**src/rtl/fdiv_pkg.sv**
```systemverilog
package fdiv_pkg;
    typedef enum logic {
        BAND_FM = 1'b0,
        BAND_AM = 1'b1
    } band_e;
endpackage

```
**src/rtl/fdiv_prescale2.sv**
```systemverilog
// Fixed divide-by-2 on an event strobe: passes every second event.
module fdiv_prescale2 (
    input  logic clk,
    input  logic rst_n,
    input  logic in_ev,
    output logic out_ev
);
    typedef struct packed {
        logic phase;
    } pre_state_t;

    pre_state_t st_d, st_q;

    always_comb begin
        st_d   = st_q;
        out_ev = in_ev & st_q.phase;
        if (in_ev) begin
            st_d.phase = ~st_q.phase;
        end
    end

    always_ff @(posedge clk or negedge rst_n) begin
        if (!rst_n) begin
            st_q <= '0;
        end else begin
            st_q <= st_d;
        end
    end
endmodule

```
**src/rtl/fdiv_counter.sv**
```systemverilog
// Programmable modulus counter; registered one-cycle pulse every M events.
module fdiv_counter #(
    parameter int W = 16
) (
    input  logic         clk,
    input  logic         rst_n,
    input  logic         ev,
    input  logic [W-1:0] modulus,
    output logic         pulse
);
    localparam logic [W-1:0] MIN_MOD = W'(2);
    localparam logic [W-1:0] ONE     = W'(1);

    typedef struct packed {
        logic [W-1:0] left;   // events still needed; 0 = not yet loaded
        logic         pulse;
    } cnt_state_t;

    cnt_state_t   st_d, st_q;
    logic [W-1:0] eff_mod;
    logic [W-1:0] remaining;

    always_comb begin
        eff_mod   = (modulus < MIN_MOD) ? MIN_MOD : modulus;
        remaining = (st_q.left == '0) ? eff_mod : st_q.left;
        st_d       = st_q;
        st_d.pulse = 1'b0;
        if (ev) begin
            if (remaining == ONE) begin
                st_d.pulse = 1'b1;
                st_d.left  = eff_mod;
            end else begin
                st_d.left  = remaining - ONE;
            end
        end
    end

    always_ff @(posedge clk or negedge rst_n) begin
        if (!rst_n) begin
            st_q <= '0;
        end else begin
            st_q <= st_d;
        end
    end

    assign pulse = st_q.pulse;
endmodule

```
**src/rtl/dual_input_divider.sv**
```systemverilog
module dual_input_divider
    import fdiv_pkg::*;
#(
    parameter int W = 16
) (
    input  logic         clk,
    input  logic         rst_n,
    input  logic         am_ev,
    input  logic         fm_ev,
    input  logic         xtal_ev,
    input  logic         band_sel,
    input  logic [W-1:0] n_mod,
    input  logic [W-1:0] r_mod,
    output logic         fb_pulse,
    output logic         ref_pulse
);
    logic fm_half;
    logic sel_ev;

    fdiv_prescale2 u_pre (
        .clk    (clk),
        .rst_n  (rst_n),
        .in_ev  (fm_ev),
        .out_ev (fm_half)
    );

    always_comb begin
        if (band_e'(band_sel) == BAND_AM) begin
            sel_ev = am_ev;
        end else begin
            sel_ev = fm_half;
        end
    end

    fdiv_counter #(.W(W)) u_fb_div (
        .clk     (clk),
        .rst_n   (rst_n),
        .ev      (sel_ev),
        .modulus (n_mod),
        .pulse   (fb_pulse)
    );

    fdiv_counter #(.W(W)) u_ref_div (
        .clk     (clk),
        .rst_n   (rst_n),
        .ev      (xtal_ev),
        .modulus (r_mod),
        .pulse   (ref_pulse)
    );
endmodule

```
**config.mk**
```make
export PLATFORM = sky130hd
export DESIGN_NAME = dual_input_divider
export DESIGN_NICKNAME = d
export VERILOG_FILES = /design/src/rtl/fdiv_pkg.sv /design/src/rtl/fdiv_prescale2.sv /design/src/rtl/fdiv_counter.sv /design/src/rtl/dual_input_divider.sv
export SDC_FILE = /design/constraint.sdc
export NUM_CORES = 1
export LEC_CHECK = 0
export ABC_AREA = 1
export ABC_CLOCK_PERIOD_IN_PS = 3320
export BUFFER_PORTS_ARGS = -buffer_cell sky130_fd_sc_hd__buf_4
export CORE_MARGIN = 2
export CORE_UTILIZATION = 60
export CTS_CLUSTER_DIAMETER = 50
export DETAILED_ROUTE_END_ITERATION = 12
export GPL_TIMING_DRIVEN = 0
export PLACE_DENSITY_LB_ADDON = 0.25
export RECOVER_POWER = 25
export SYNTH_ARGS = -nofsm -noshare
export SYNTH_HDL_FRONTEND = slang
export SYNTH_SLANG_ARGS = --single-unit
```
**constraint.sdc**
```tcl
create_clock -name clk -period 3.32 [get_ports clk]
set_input_delay 0.664 -clock clk [delete_from_list [all_inputs] [get_ports clk]]
set_output_delay 0.664 -clock clk [all_outputs]
set_load 0.01 [all_outputs]
```
==> results.toml <==
[clock_network]
clk_path_buf_depth = 2
clock-sinks = 35
cts_resized = 0
cts_root_buffer = "clkbuf_8"
h-tree-depth = 2
clkLatencyLatePin_ns = 0.29
cts_setup_buffers = 0
clk_pin_slew_worst_paths_ns = 0.08
cts_tree = "done"
cts_buffers = 5
ctsHoldBuffers = 0

[critical_path]
timing.rr.start = "u_fb_div.st_q[4]$_DFFE_PN0P_"
path_buf_inv = 2
path_delay_family = "simple AND/OR/NAND/NOR gates"
critPathCaptureType = "flop"
critPathLaunchType = "flop"
worstPathRequired_ns = 3.51
crit_arrival_ns = 2.99
crit_type = "flop to flop"
worst_path_max_delay_cell = "dfrtp_1"
critPathMostFrequentCell = "nand2_1"
crit_fanout = 7
max_stage_delay_ns = 0.41
r2r_cells = 15
worstPathCellList = "nor2_1, nand2_1, nor2_4, nand2_1, o21bai_2, ha_1, inv_1, nor2_1, nand3_1, nor2_4, nand2_1, inv_1, nand2_1, nand3_1, nand2_1"
reg2reg_slack_ns = 0.52
r2r-end = "u_fb_div.st_q[5]$_DFFE_PN0P_"

[detailed_routing]
ant_nets = 0
vias = 3893
viasPerCell = 5.53
totalWireLength_mm = 10.3
drc_errors = 0
firstDrtPassIters = 5
wl_per_cell_um = 14.7
drtIter0Drc = 327

[floorplan]
core_area_sq_um = 5470
ios = 40
initial_core_util_pct = 61.9
die_x_um = 79.1
rows = 27
dieHeight_um = 79.1
dieArea_sq_um = 6260

[grt]
grt-ovfl-total = 0
grt_pass1_vias = 3831
track_usage_pct = 34.6
grt_pass1_wl_mm = 17.1
antenna_found_initial = 0
grt_max_degree = 36

[yosys]
syn_area_sq_um = 3390
async_flop_share_pct = 100
synth_edf_count = 0
syn_avg_cell_area_sq_um = 5.79
syn_inst = 585
yosysTopAreaCell = "dfrtp_1"
yosysWarnings = 0
ys_seq_elements = 35
syn_nets = 627
synth.area.top_cells = "dfrtp_1 26%, nand2_1 22%, nand3_1 12%"
ys.flop_type = "dfrtp_1"
ys_seq_area_share_pct = 25.9
yosysUniqueCellTypes = 31
netlist.area_leader.share_pct = 25.9

[placement]
placed_area_sq_um = 3770
place_congestion = 1.04
port_buffers = 39
post-place-cells = 696
pre_cts_ws_ns = 0.353
dp_hpwl_mm = 7.82

[min_path]
worstHoldStart = "u_pre.st_q$_DFFE_PN0P_"
whs_path_depth = 1
hp-class = "flop to flop"
hold_end = "u_pre.st_q$_DFFE_PN0P_"

[run]
cap_violations = 1

[timing]
rsz0062_at_grt = "false"
period_needed_ns = 2.80
slew-limit-headroom_pct = -35.2
worst_pin_slew_ns = 2.03
setup_tns_ns = 0
fin_ws_ns = 0.520
final-hold-violation-count = 0
fin_worst_skew_ns = 0.00237
fin_crit_sh_pct = 84.3
slew_violations = 36
max_freq_mhz = 357
setup_viol = 0
whs_ns = 0.471

[layout]
fin_area_sq_um = 3850
final_cells = 704
diodes = 0
fillerInstances = 512
drive_gt1_share_pct = 13.8
area_delta_synth_final_pct = 13.7
final_util_pct = 70.4
fin_nets = 673

[outcome]
outcome = "finished, violations left"
violations = "capacitance limit, slew limit"

[power]
peakVddDrop_mv = 0.390
p_total_mw = 2.73
pwr_density_cell_nw_per_um2 = 710
leakagePower_nw = 2.08
[routing by layer]
metal  up-vias  global-route usage (%)  part of all wire [%]
met5         -                       0                     0
met4         0                    18.8                   4.6
met3        40                    5.00                   6.0
met2       179                    63.6                    51
met1      1765                    37.9                    39
li1       1909                       -                     -
[flip-flops by register name, summed over array words and instances, names as in the netlist]
| register | flops |
|---|---|
| u_fb_div.st_q | 16 |
| u_ref_div.st_q | 16 |
| u_fb_div.pulse | 1 |
| u_pre.st_q | 1 |
| u_ref_div.pulse | 1 |
[cell usage in the layout (no fill, tap or decap), types with 5 or more instances in the layout]
master / Yosys / layout
nor2_4: 6 / 6
nor2_2: 11 / 11
buf_4: 1 / 39
o21ai_1: 18 / 18
nand3_1: 83 / 83
inv_1: 80 / 80
nor2_1: 86 / 86
dfrtp_1: 35 / 35
inv_2: 5 / 5
o21bai_1: 5 / 5
clkbuf_8: 0 / 5
clkbuf_1: 5 / 7
nand2_1: 198 / 198
xor2_1: 9 / 9
[where the power goes]
group          total [mW]  switching, mW  internal [mW]
registers           0.711          0.128          0.584
logic                1.70           1.15          0.547
clock network       0.321          0.174          0.147
total                2.73           1.46           1.28
[cell families after synthesis]
logic type      share of synthesized area [%]
compound gates                           6.10
xor+xnor                                 2.33
fa+ha+maj                                1.48
buf+inv                                  11.6
flops                                    25.9
simple gates                             52.6
[cell usage after synthesis (3+ instances only)]
master    instances
o21bai_2          3
nand3_2           4
nand3b_1          3
inv_2             5
ha_1              4
nor2_1           86
dfrtp_1          35
nor3_1            3
buf_6             3
nand2_2           4
o21ai_1          18
nor2_4            6
nor2_2           11
xor2_1            9
o21bai_1          5
inv_1            80
nand2_1         198
clkbuf_1          5
nand3_1          83
nand4_1           3
[how the worst max path moves through the flow]
stage,from,end,depth (start not counted)
after floorplan,n_mod[2],u_fb_div.st_q[15]$_DFFE_PN0P_,17
after global placement,r_mod[9],u_ref_div.st_q[11]$_DFFE_PN0P_,17
after detailed placement,r_mod[9],u_ref_div.st_q[11]$_DFFE_PN0P_,17
after CTS,u_fb_div.st_q[4]$_DFFE_PN0P_,u_fb_div.st_q[15]$_DFFE_PN0P_,16
after global routing,u_ref_div.st_q[4]$_DFFE_PN0P_,u_ref_div.st_q[11]$_DFFE_PN0P_,15
final,u_fb_div.st_q[4]$_DFFE_PN0P_,u_fb_div.st_q[5]$_DFFE_PN0P_,15
[final cells by class]
class	instances	area [sq um]	share of cell area [%]
tap	72	90.1	2.34
buffer	11	70.1	1.82
multi-input combinational	453	2120	55.0
timing repair buffer	39	289	7.50
clock inverter	2	12.5	0.325
inverter	86	323	8.38
sequential	35	876	22.7
clock buffer	6	72.6	1.88
No activity file was read; power rests on OpenSTA's default activity.
